[config.mk]
export PLATFORM = sky130hd
export DESIGN_NAME = i2s_port
export DESIGN_NICKNAME = d
export VERILOG_FILES = /design/src/rtl/i2s_pkg.sv /design/src/rtl/i2s_clkgen.sv /design/src/rtl/i2s_tx.sv /design/src/rtl/i2s_rx.sv /design/src/rtl/i2s_port.sv
export SDC_FILE = /design/constraint.sdc
export NUM_CORES = 1
export LEC_CHECK = 0
export BUFFER_PORTS_ARGS = -buffer_cell sky130_fd_sc_hd__buf_4
export CORE_UTILIZATION = 26
export DETAILED_ROUTE_END_ITERATION = 10
export PLACE_DENSITY = 0.43
export SYNTH_ARGS = -nofsm -noshare
export SYNTH_HDL_FRONTEND = slang
export SYNTH_SLANG_ARGS = --single-unit
[constraint.sdc]
create_clock -name clk -period 2 [get_ports clk]
set_input_delay 0.4 -clock clk [delete_from_list [all_inputs] [get_ports clk]]
set_output_delay 0.4 -clock clk [all_outputs]
set_load 0.05 [all_outputs]
[src/rtl/i2s_pkg.sv]
// Shared constants and register addresses for the serial audio port.
// Assumes a 16-bit register bus and at most 32 bits per channel word.
package i2s_pkg;
    localparam int BUS_W    = 16;
    localparam int SLOT_MAX = 32;
    localparam int FRAME_MAX = 2 * SLOT_MAX;

    typedef enum logic [2:0] {
        A_CTRL     = 3'd0,
        A_LEFT     = 3'd1,
        A_RIGHT    = 3'd2,
        A_LEFT_LO  = 3'd3,
        A_RIGHT_LO = 3'd4
    } reg_addr_e;
endpackage

[src/rtl/i2s_clkgen.sv]
// Master timing: divides the reference clock into bclk and ws and emits
// single-cycle events for the bit-clock edges and the frame boundary.
// Assumes rate and width do not change while en is high.
module i2s_clkgen #(
    parameter int PH_W  = 3,
    parameter int BIT_W = 6
) (
    input  logic       clk,
    input  logic       rst_n,
    input  logic       en,
    input  logic       wide,
    input  logic [1:0] rate,
    output logic       bclk,
    output logic       ws,
    output logic       fall_evt,
    output logic       rise_evt,
    output logic       frame_evt
);
    import i2s_pkg::*;

    logic [PH_W-1:0]  ph, half_m1, last_ph;
    logic [BIT_W-1:0] bitc, last_bit, word_m1, nbit;

    // Decode rate and width into divider and frame limits.
    always_comb begin
        case (rate)
            2'b10:   half_m1 = PH_W'(0);
            2'b01:   half_m1 = PH_W'(1);
            default: half_m1 = PH_W'(3);
        endcase
        last_ph  = {half_m1[PH_W-2:0], 1'b1};
        last_bit = wide ? BIT_W'(FRAME_MAX - 1) : BIT_W'(SLOT_MAX - 1);
        word_m1  = wide ? BIT_W'(SLOT_MAX - 1) : BIT_W'(SLOT_MAX/2 - 1);
        nbit     = (bitc == last_bit) ? '0 : bitc + 1'b1;
        fall_evt  = en && (ph == last_ph);
        rise_evt  = en && (ph == half_m1);
        frame_evt = fall_evt && (bitc == last_bit);
    end

    // Advance phase and bit counters, drive bclk and ws.
    always_ff @(posedge clk) begin
        if (!rst_n || !en) begin
            ph   <= '0;
            bitc <= last_bit;
            bclk <= 1'b0;
            ws   <= 1'b0;
        end else if (fall_evt) begin
            ph   <= '0;
            bitc <= nbit;
            bclk <= 1'b0;
            ws   <= (nbit >= word_m1) && (nbit != last_bit);
        end else begin
            ph <= ph + 1'b1;
            if (rise_evt) bclk <= 1'b1;
        end
    end


    idle_quiet_chk: assert property (@(posedge clk) disable iff (!rst_n)
        !en |=> (!bclk && !ws));


    ws_on_fall_chk: assert property (@(posedge clk) disable iff (!rst_n)
        (en && $past(en) && !$stable(ws)) |-> $fell(bclk));
endmodule

[src/rtl/i2s_tx.sv]
// Transmit shifter: loads both channel words at the frame boundary and
// shifts MSB first on each falling bit-clock event.
// Assumes 16-bit words sit in the upper halves of left/right.
module i2s_tx #(
    parameter int SW = 32
) (
    input  logic          clk,
    input  logic          rst_n,
    input  logic          en,
    input  logic          wide,
    input  logic          fall_evt,
    input  logic          frame_evt,
    input  logic [SW-1:0] left,
    input  logic [SW-1:0] right,
    output logic          sdout
);
    localparam int HW = SW / 2;
    logic [2*SW-1:0] sh;

    // Load or shift the outgoing frame.
    always_ff @(posedge clk) begin
        if (!rst_n || !en)
            sh <= '0;
        else if (frame_evt)
            sh <= wide ? {left, right} : {left[SW-1:HW], right[SW-1:HW], {SW{1'b0}}};
        else if (fall_evt)
            sh <= {sh[2*SW-2:0], 1'b0};
    end

    assign sdout = sh[2*SW-1];
endmodule

[src/rtl/i2s_rx.sv]
// Receive shifter: captures sdin on each rising bit-clock event and presents
// the last frame's two words, with 16-bit words placed in the upper halves.
module i2s_rx #(
    parameter int SW = 32
) (
    input  logic          clk,
    input  logic          rst_n,
    input  logic          wide,
    input  logic          rise_evt,
    input  logic          sdin,
    output logic [SW-1:0] left,
    output logic [SW-1:0] right
);
    localparam int HW = SW / 2;
    logic [2*SW-1:0] sh;

    // Shift in one serial bit per rising bit clock.
    always_ff @(posedge clk) begin
        if (!rst_n)
            sh <= '0;
        else if (rise_evt)
            sh <= {sh[2*SW-2:0], sdin};
    end

    assign left  = wide ? sh[2*SW-1:SW] : {sh[SW-1:HW], {HW{1'b0}}};
    assign right = wide ? sh[SW-1:0]    : {sh[HW-1:0],  {HW{1'b0}}};
endmodule

[src/rtl/i2s_port.sv]
// Register-bus serial audio port: control/status register, transmit and
// receive holding registers with per-channel full flags, sticky underrun and
// overrun detection at the frame copy, interrupt and gated master clock.
// Assumes one-cycle bus strobes and that the port is always clock master.
module i2s_port (
    input  logic        clk,
    input  logic        rst_n,
    input  logic [2:0]  bus_addr,
    input  logic        bus_wr,
    input  logic        bus_rd,
    input  logic [15:0] bus_wdata,
    output logic [15:0] bus_rdata,
    input  logic        sdin,
    output logic        bclk,
    output logic        ws,
    output logic        sdout,
    output logic        mclk_out,
    output logic        irq
);
    import i2s_pkg::*;
    localparam int HW = SLOT_MAX / 2;

    logic en, mclk_en, irq_en, wide;
    logic [1:0] rate;
    logic [SLOT_MAX-1:0] tx_l, tx_r, rx_l, rx_r, rxs_l, rxs_r;
    logic tx_lf, tx_rf, urun, rx_lf, rx_rf, orun, first;
    logic fall_evt, rise_evt, frame_evt;
    logic wr_ctrl, xfer_ok;

    assign wr_ctrl = bus_wr && (bus_addr == A_CTRL);
    assign xfer_ok = frame_evt && !first && !rx_lf && !rx_rf;

    i2s_clkgen #(.PH_W(3), .BIT_W($clog2(FRAME_MAX))) u_clk (
        .clk(clk), .rst_n(rst_n), .en(en), .wide(wide), .rate(rate),
        .bclk(bclk), .ws(ws), .fall_evt(fall_evt), .rise_evt(rise_evt),
        .frame_evt(frame_evt));

    i2s_tx #(.SW(SLOT_MAX)) u_tx (
        .clk(clk), .rst_n(rst_n), .en(en), .wide(wide), .fall_evt(fall_evt),
        .frame_evt(frame_evt), .left(tx_l), .right(tx_r), .sdout(sdout));

    i2s_rx #(.SW(SLOT_MAX)) u_rx (
        .clk(clk), .rst_n(rst_n), .wide(wide), .rise_evt(rise_evt),
        .sdin(sdin), .left(rxs_l), .right(rxs_r));

    // Control fields; width and rate are locked while enabled.
    always_ff @(posedge clk) begin
        if (!rst_n) begin
            en <= 1'b0; mclk_en <= 1'b0; irq_en <= 1'b0;
            wide <= 1'b0; rate <= 2'b00;
        end else if (wr_ctrl) begin
            en      <= bus_wdata[0];
            mclk_en <= bus_wdata[1];
            irq_en  <= bus_wdata[2];
            if (!en) begin
                wide <= bus_wdata[3];
                rate <= bus_wdata[5:4];
            end
        end
    end

    // Transmit holding registers, full flags and underrun.
    always_ff @(posedge clk) begin
        if (!rst_n) begin
            tx_l <= '0; tx_r <= '0;
            tx_lf <= 1'b0; tx_rf <= 1'b0; urun <= 1'b0;
        end else begin
            if (wr_ctrl && !bus_wdata[10]) urun <= 1'b0;
            if (frame_evt) begin
                tx_lf <= 1'b0;
                tx_rf <= 1'b0;
                if (!tx_lf || !tx_rf) urun <= 1'b1;
            end
            if (bus_wr) begin
                case (bus_addr)
                    A_LEFT:     begin tx_l[SLOT_MAX-1:HW] <= bus_wdata; tx_lf <= 1'b1; end
                    A_RIGHT:    begin tx_r[SLOT_MAX-1:HW] <= bus_wdata; tx_rf <= 1'b1; end
                    A_LEFT_LO:  tx_l[HW-1:0] <= bus_wdata;
                    A_RIGHT_LO: tx_r[HW-1:0] <= bus_wdata;
                    default: ;
                endcase
            end
        end
    end

    // Receive holding registers, full flags, overrun and first-frame skip.
    always_ff @(posedge clk) begin
        if (!rst_n) begin
            rx_l <= '0; rx_r <= '0;
            rx_lf <= 1'b0; rx_rf <= 1'b0; orun <= 1'b0; first <= 1'b1;
        end else begin
            if (!en) first <= 1'b1;
            else if (frame_evt) first <= 1'b0;
            if (wr_ctrl && !bus_wdata[13]) orun <= 1'b0;
            if (bus_rd && (bus_addr == A_LEFT))  rx_lf <= 1'b0;
            if (bus_rd && (bus_addr == A_RIGHT)) rx_rf <= 1'b0;
            if (frame_evt && !first) begin
                if (rx_lf || rx_rf) begin
                    orun <= 1'b1;
                end else begin
                    rx_l <= rxs_l; rx_r <= rxs_r;
                    rx_lf <= 1'b1; rx_rf <= 1'b1;
                end
            end
        end
    end

    // Register read multiplexer.
    always_comb begin
        case (bus_addr)
            A_CTRL:     bus_rdata = {2'b00, orun, rx_rf, rx_lf, urun, tx_rf, tx_lf,
                                     2'b00, rate, wide, irq_en, mclk_en, en};
            A_LEFT:     bus_rdata = rx_l[SLOT_MAX-1:HW];
            A_RIGHT:    bus_rdata = rx_r[SLOT_MAX-1:HW];
            A_LEFT_LO:  bus_rdata = rx_l[HW-1:0];
            A_RIGHT_LO: bus_rdata = rx_r[HW-1:0];
            default:    bus_rdata = '0;
        endcase
    end

    assign mclk_out = clk & mclk_en;
    assign irq = en && irq_en && (!tx_lf || !tx_rf || (rx_lf && rx_rf));


    tx_left_set_chk: assert property (@(posedge clk) disable iff (!rst_n)
        (bus_wr && bus_addr == A_LEFT) |=> tx_lf);


    rx_left_clear_chk: assert property (@(posedge clk) disable iff (!rst_n)
        (bus_rd && bus_addr == A_LEFT && !xfer_ok) |=> !rx_lf);


    ovr_sticky_chk: assert property (@(posedge clk) disable iff (!rst_n)
        (orun && !(wr_ctrl && !bus_wdata[13])) |=> orun);


    fmt_lock_chk: assert property (@(posedge clk) disable iff (!rst_n)
        en |=> $stable({wide, rate}));
endmodule

Word-level counts from Yosys, hierarchy flattened --
Index checks and enable logic that the tools add are counted.
Word-level totals: output and inout bits 21, bits of input ports 24, register bits after elaboration 280
Operators by class: equality and inequality tests 10, multiplexer cells 30, bitwise gates (word level) 3, reductions and logical operators 35, $add $sub $neg 2, order comparisons 1
Operators with widths (count):
- 2-to-1 mux 64 bit | 2
- case mux 16 bit (5 select lines) | 1
- 2-to-1 mux 32 bit | 2
- 2-to-1 mux 48 bit | 1
- 2-to-1 mux 6 bit | 4
- 2-to-1 mux 1 bit | 18
- AND reduction 2 bit | 7
- logical AND 1 bit | 13
- logical NOT 1 bit | 7
- adder 6 x 1 -> 6 bit, second input constant | 1
- equality test 3 x 2 -> 1 bit, second input constant | 2
- equality test 6 bit | 1
- greater-or-equal comparator 6 bit | 1
- != test 6 bit | 1
- 2-to-1 mux 5 bit | 1
- logical OR 1 bit | 4
- case mux 2 bit (2 select lines) | 1
- nonzero test 2 bit | 2
- adder 3 x 1 -> 3 bit, second input constant | 1
- equality test 3 x 1 -> 1 bit, second input constant | 1
- equality test 3 x 2 -> 1 bit | 1
- equality test 3 bit | 1
- equality test 3 bit, second input constant | 1
- logical NOT 3 bit | 1
- other kinds (5) | 6

Logic depth before layout (Yosys ltp) --
word-level depth 8, depth in mapped cells 9

Cells and area by module --
A second synthesis with hierarchy kept.
Unflattened totals: cell total of the unflattened synthesis 1323, area, all modules 12964.9 um^2
By module, submodules not included:
- i2s_port | cells each 691, area an instance 5930.7 um^2, instances 1, seq. area each 2822.7 um^2
- i2s_tx | cells each 289, area an instance 3213.1 um^2, instances 1, seq. area each 1281.2 um^2
- i2s_rx | cells each 277, area an instance 3120.5 um^2, instances 1, seq. area each 1281.2 um^2
- i2s_clkgen | cells each 66, area an instance 700.7 um^2, instances 1, seq. area each 280.3 um^2

==> report_table.html <==
<table>
<tr><th>Metric</th><th>Value</th></tr>
<tr><th colspan="2">Outcome</th></tr>
<tr><td>Run status</td><td>finished, violations left</td></tr>
<tr><td>Failing checks</td><td>negative setup slack</td></tr>
<tr><th colspan="2">Timing</th></tr>
<tr><td>Final worst path period need</td><td>2.161 ns</td></tr>
<tr><td>Final worst path period share</td><td>108.0%</td></tr>
<tr><td>Maximum achievable frequency</td><td>462.8 MHz</td></tr>
<tr><td>Pins over their slew limit</td><td>0</td></tr>
<tr><td>Clock skew after layout</td><td>0.02247 ns</td></tr>
<tr><td>Final worst-path setup slack</td><td>-0.1606 ns</td></tr>
<tr><td>Tightest slew margin relative to the limit</td><td>64.47%</td></tr>
<tr><td>Number of setup violations in the final report</td><td>52</td></tr>
<tr><td>Slew at the pin closest to its max-slew limit</td><td>0.5329 ns</td></tr>
<tr><td>Worst hold slack</td><td>0.05551 ns</td></tr>
<tr><td>Final Hold Violating Endpoints</td><td>0</td></tr>
<tr><td>Setup repair after global routing missed its margin</td><td>true</td></tr>
<tr><th colspan="2">Synth</th></tr>
<tr><td>Share of synthesized registers carrying an async set or reset</td><td>0%</td></tr>
<tr><td>Synth unique cells</td><td>44</td></tr>
<tr><td>Cell type with the highest aggregate area in the netlist</td><td>sky130_fd_sc_hd__dfxtp_1</td></tr>
<tr><td>Count of yosys warnings during synthesis</td><td>0</td></tr>
<tr><td>Seq cells post-synth</td><td>280</td></tr>
<tr><td>Post-Synthesis Cells</td><td>1411</td></tr>
<tr><td>Post-Synthesis Net Count</td><td>1440</td></tr>
<tr><td>Most frequently used flop master after synthesis</td><td>sky130_fd_sc_hd__dfxtp_1</td></tr>
<tr><td>Sequential share of the synthesized area</td><td>47.38%</td></tr>
<tr><td>Post-synth design cell area</td><td>11960 um2</td></tr>
<tr><td>Area share of the largest cell type after synthesis</td><td>45.88%</td></tr>
<tr><td>Dominant cells by area after synthesis</td><td>sky130_fd_sc_hd__dfxtp_1, sky130_fd_sc_hd__nand2_1, sky130_fd_sc_hd__a21boi_0</td></tr>
<tr><td>Mean cell area of the mapped netlist</td><td>8.474 um2</td></tr>
<tr><td>Number of flops mapped to enable cells by yosys</td><td>6</td></tr>
<tr><th colspan="2">Setup path</th></tr>
<tr><td>Top Family by Delay on Critical Path</td><td>compound AO/OA/AOI/OAI gates</td></tr>
<tr><td>Data required time at the worst endpoint</td><td>1.60 ns</td></tr>
<tr><td>Classification of the worst setup path</td><td>flip-flop to primary output</td></tr>
<tr><td>Critical register-to-register path startpoint</td><td>rate[1]</td></tr>
<tr><td>Capturing instance or port of the critical path</td><td>bus_rdata[12]</td></tr>
<tr><td>Ordered cell list for the critical path</td><td>mux2_4 -&gt; a22oi_2 -&gt; o22ai_2 -&gt; buf_6</td></tr>
<tr><td>Largest fanout on the critical path</td><td>2</td></tr>
<tr><td>Timing startpoint of the critical path</td><td>rx_l[12]</td></tr>
<tr><td>Slowest stage cell, crit path</td><td>sky130_fd_sc_hd__dfxtp_2</td></tr>
<tr><td>Destination of the worst register-to-register timing path</td><td>rx_l[31]</td></tr>
<tr><td>Register-to-register setup slack</td><td>-0.05 ns</td></tr>
<tr><td>R2R depth</td><td>10</td></tr>
<tr><td>Endpoint arrival time on the critical path</td><td>1.76 ns</td></tr>
<tr><td>Count of buffering cells on the critical path with inverters included</td><td>1</td></tr>
<tr><td>Kind of launch point of the worst setup path</td><td>flip-flop</td></tr>
<tr><td>Largest stage delay, worst path</td><td>0.34 ns</td></tr>
<tr><td>Critical path depth in cells</td><td>4</td></tr>
<tr><td>Worst setup EP type</td><td>primary output</td></tr>
<tr><th colspan="2">Floorplan</th></tr>
<tr><td>Starting utilization of the core area</td><td>26.35%</td></tr>
<tr><td>Y dimension of the die</td><td>216.4 um</td></tr>
<tr><td>Count of standard-cell rows</td><td>78</td></tr>
<tr><td>Die width</td><td>216.4 um</td></tr>
<tr><td>Die Footprint</td><td>46850 um2</td></tr>
<tr><td>IO Pins</td><td>45</td></tr>
<tr><td>Placeable core area</td><td>45380 um2</td></tr>
<tr><th colspan="2">Final layout</th></tr>
<tr><td>Fraction of layout instances using a drive strength above 1</td><td>21.52%</td></tr>
<tr><td>Total number of nets in the final design</td><td>1504</td></tr>
<tr><td>Area grow syn2layout</td><td>32.76%</td></tr>
<tr><td>Most common library cell in the layout ignoring fill and taps</td><td>sky130_fd_sc_hd__nand2_1</td></tr>
<tr><td>Top library cells by usage in the layout, fill and taps aside</td><td>sky130_fd_sc_hd__nand2_1, sky130_fd_sc_hd__dfxtp_1, sky130_fd_sc_hd__a21boi_0, sky130_fd_sc_hd__mux2i_1, sky130_fd_sc_hd__buf_4</td></tr>
<tr><td>Fill cell count</td><td>4695</td></tr>
<tr><td>Cell Count, Final, Fillers Out</td><td>2101</td></tr>
<tr><td>Diode count</td><td>0</td></tr>
<tr><th colspan="2">Place</th></tr>
<tr><td>Number of port buffers</td><td>44</td></tr>
<tr><td>Inst Count DP</td><td>1998</td></tr>
<tr><td>Weighted congestion reported at the end of routability-driven placement</td><td>0.7598</td></tr>
<tr><td>Post-DP HPWL</td><td>21.02 mm</td></tr>
<tr><th colspan="2">Drt</th></tr>
<tr><td>Routed wirelength normalized by instance count</td><td>17.37 um</td></tr>
<tr><td>Count of unresolved DRC violations after routing</td><td>0</td></tr>
<tr><td>Number of nets with antenna violations after detailed routing</td><td>0</td></tr>
<tr><td>Total wire length</td><td>36.49 mm</td></tr>
<tr><td>Number of detailed-route iterations in the first pass</td><td>4</td></tr>
<tr><td>First-iteration detailed-routing DRC count</td><td>582</td></tr>
<tr><td>Routed vias</td><td>10051</td></tr>
<tr><td>Detailed-route vias per instance</td><td>4.784</td></tr>
<tr><th colspan="2">Pwr</th></tr>
<tr><td>Pleak</td><td>5.728 nW</td></tr>
<tr><td>Worst vdd rail ir drop</td><td>0.6374 mV</td></tr>
<tr><td>Pwr/cell area</td><td>831.3 nW/um2</td></tr>
<tr><th colspan="2">GRT</th></tr>
<tr><td>Pin count of the biggest net entering global routing</td><td>125</td></tr>
<tr><td>Number of global-route vias before repair</td><td>9905</td></tr>
<tr><td>Antenna violations before repair</td><td>1</td></tr>
<tr><td>Global-route wire length before repair</td><td>56.24 mm</td></tr>
<tr><td>Total grt overflow</td><td>0</td></tr>
<tr><td>Global-route usage over all layers</td><td>15.19%</td></tr>
<tr><th colspan="2">CTS</th></tr>
<tr><td>CTS clk-pin slew, worst paths</td><td>0.06 ns</td></tr>
<tr><td>TritonCTS clock tree</td><td>built</td></tr>
<tr><td>Insertion delay of the later-clocked pin in the worst-skew pair</td><td>0.65 ns</td></tr>
<tr><th colspan="2">Run</th></tr>
<tr><td>Total of max-cap violations</td><td>0</td></tr>
<tr><th colspan="2">Hold path</th></tr>
<tr><td>Hold Path Class</td><td>input pin to flip-flop</td></tr>
</table>
[synthesized netlist by cell type (16+ instances only)]
| library cell | number |
|---|---|
| sky130_fd_sc_hd__a221oi_1 | 31 |
| sky130_fd_sc_hd__nand4_1 | 36 |
| sky130_fd_sc_hd__a21oi_1 | 32 |
| sky130_fd_sc_hd__nor2_1 | 70 |
| sky130_fd_sc_hd__o22ai_1 | 16 |
| sky130_fd_sc_hd__mux2i_1 | 77 |
| sky130_fd_sc_hd__o21ai_1 | 18 |
| sky130_fd_sc_hd__o211a_1 | 32 |
| sky130_fd_sc_hd__a311oi_1 | 16 |
| sky130_fd_sc_hd__nand2_1 | 403 |
| sky130_fd_sc_hd__nor3_1 | 31 |
| sky130_fd_sc_hd__o211ai_1 | 16 |
| sky130_fd_sc_hd__clkbuf_1 | 97 |
| sky130_fd_sc_hd__a21boi_0 | 132 |
| sky130_fd_sc_hd__o21ai_0 | 22 |
| sky130_fd_sc_hd__dfxtp_1 | 274 |
[worst register-to-register path, stage by stage (launching register included)]
cell and delay [ns]:
sky130_fd_sc_hd__dfxtp_2 0.33, sky130_fd_sc_hd__buf_6 0.11, sky130_fd_sc_hd__ha_4 0.28, sky130_fd_sc_hd__xnor2_4 0.12, sky130_fd_sc_hd__nand3_2 0.12, sky130_fd_sc_hd__nor4b_4 0.35
sky130_fd_sc_hd__buf_12 0.19, sky130_fd_sc_hd__buf_12 0.14, sky130_fd_sc_hd__buf_16 0.14, sky130_fd_sc_hd__nand2_4 0.05, sky130_fd_sc_hd__o211a_1 0.12
[repair_timing]
| item | 4_1_cts | 5_1_grt |
|---|---|---|
| hold buffers | 1 | 0 |
| endpoints found under the hold margin | 1 | 0 |
| gates cloned | 5 | 8 |
| setup endpoints to repair | 72 | 120 |
| pin swaps | 23 | 28 |
| gates resized for setup | 80 | 88 |
| buffers inserted | 15 | 11 |
[power breakdown]
part           internal, mW  leakage [nW]  switching, mW
clock                  4.33         0.649           2.59
sequential             5.63          2.27         0.0218
combinational         0.245          2.81          0.382
[sequential cells by signal, summed over array words and instances (netlist names), 2 cells and up]
signal,cells
rx_r,32
u_tx.sh,64
u_clk.bitc,6
rate,2
tx_l,32
u_clk.ph,3
u_rx.sh,64
rx_l,32
tx_r,32
[stage by stage]
step                setup slack [ns]  power, mW  instance area (um2)  TNS, ns  util [%]
floorplan                    -0.1616      6.092                12070   -1.782         -
global placement            -0.06028      6.368                13480   -1.747     29.71
detailed placement          -0.04960      6.368                13480  -0.8896     29.71
CTS                          -0.2120      13.41                15330   -2.395     33.78
global route                 -0.2127      13.70                15870   -7.397     34.98
finish                       -0.1606      13.20                15870   -2.041     34.98
[metal layers]
layer  GRT usage (%)  wire length (um)  up-vias
met4           5.211               807        0
li1                -                 -     5026
met2           24.55             17080      152
met1           20.13             17240     4821
met5               0                 0        -
met3           2.947              1364       52
[worst min path at each step]
stage / startpoint / slack (ns) / depth (start not counted) / end
floorplan: rx_l[1] / 0.43 / 2 / rx_l[1]
global placement: rx_l[2] / 0.44 / 2 / rx_l[2]
detailed placement: rx_l[2] / 0.44 / 2 / rx_l[2]
CTS: bus_wdata[7] / 0.03 / 3 / tx_r[23]
global route: bus_wdata[1] / 0.04 / 3 / tx_l[1]
finish: bus_wdata[6] / 0.06 / 3 / tx_l[6]
[cells by family after synthesis]
group           share of synthesized area [%]
mux                                     6.635
fa+ha+maj                              0.5232
compound gates                          19.99
flops                                   47.38
xor+xnor                               0.6592
simple gates                            20.43
buf+inv                                 4.385
[area by class of cell]
class,count,area (um2),share of cell area (%)
clock buffers,59,1195,7.527
clock inverters,9,110.1,0.6936
inverters,3,11.26,0.07094
multi-input cells,1003,6255,39.40
flip-flops and latches,280,5698,35.89
well taps,600,750.7,4.729
repair buffers,147,1854,11.68
Power figures use the tool's default switching activity.
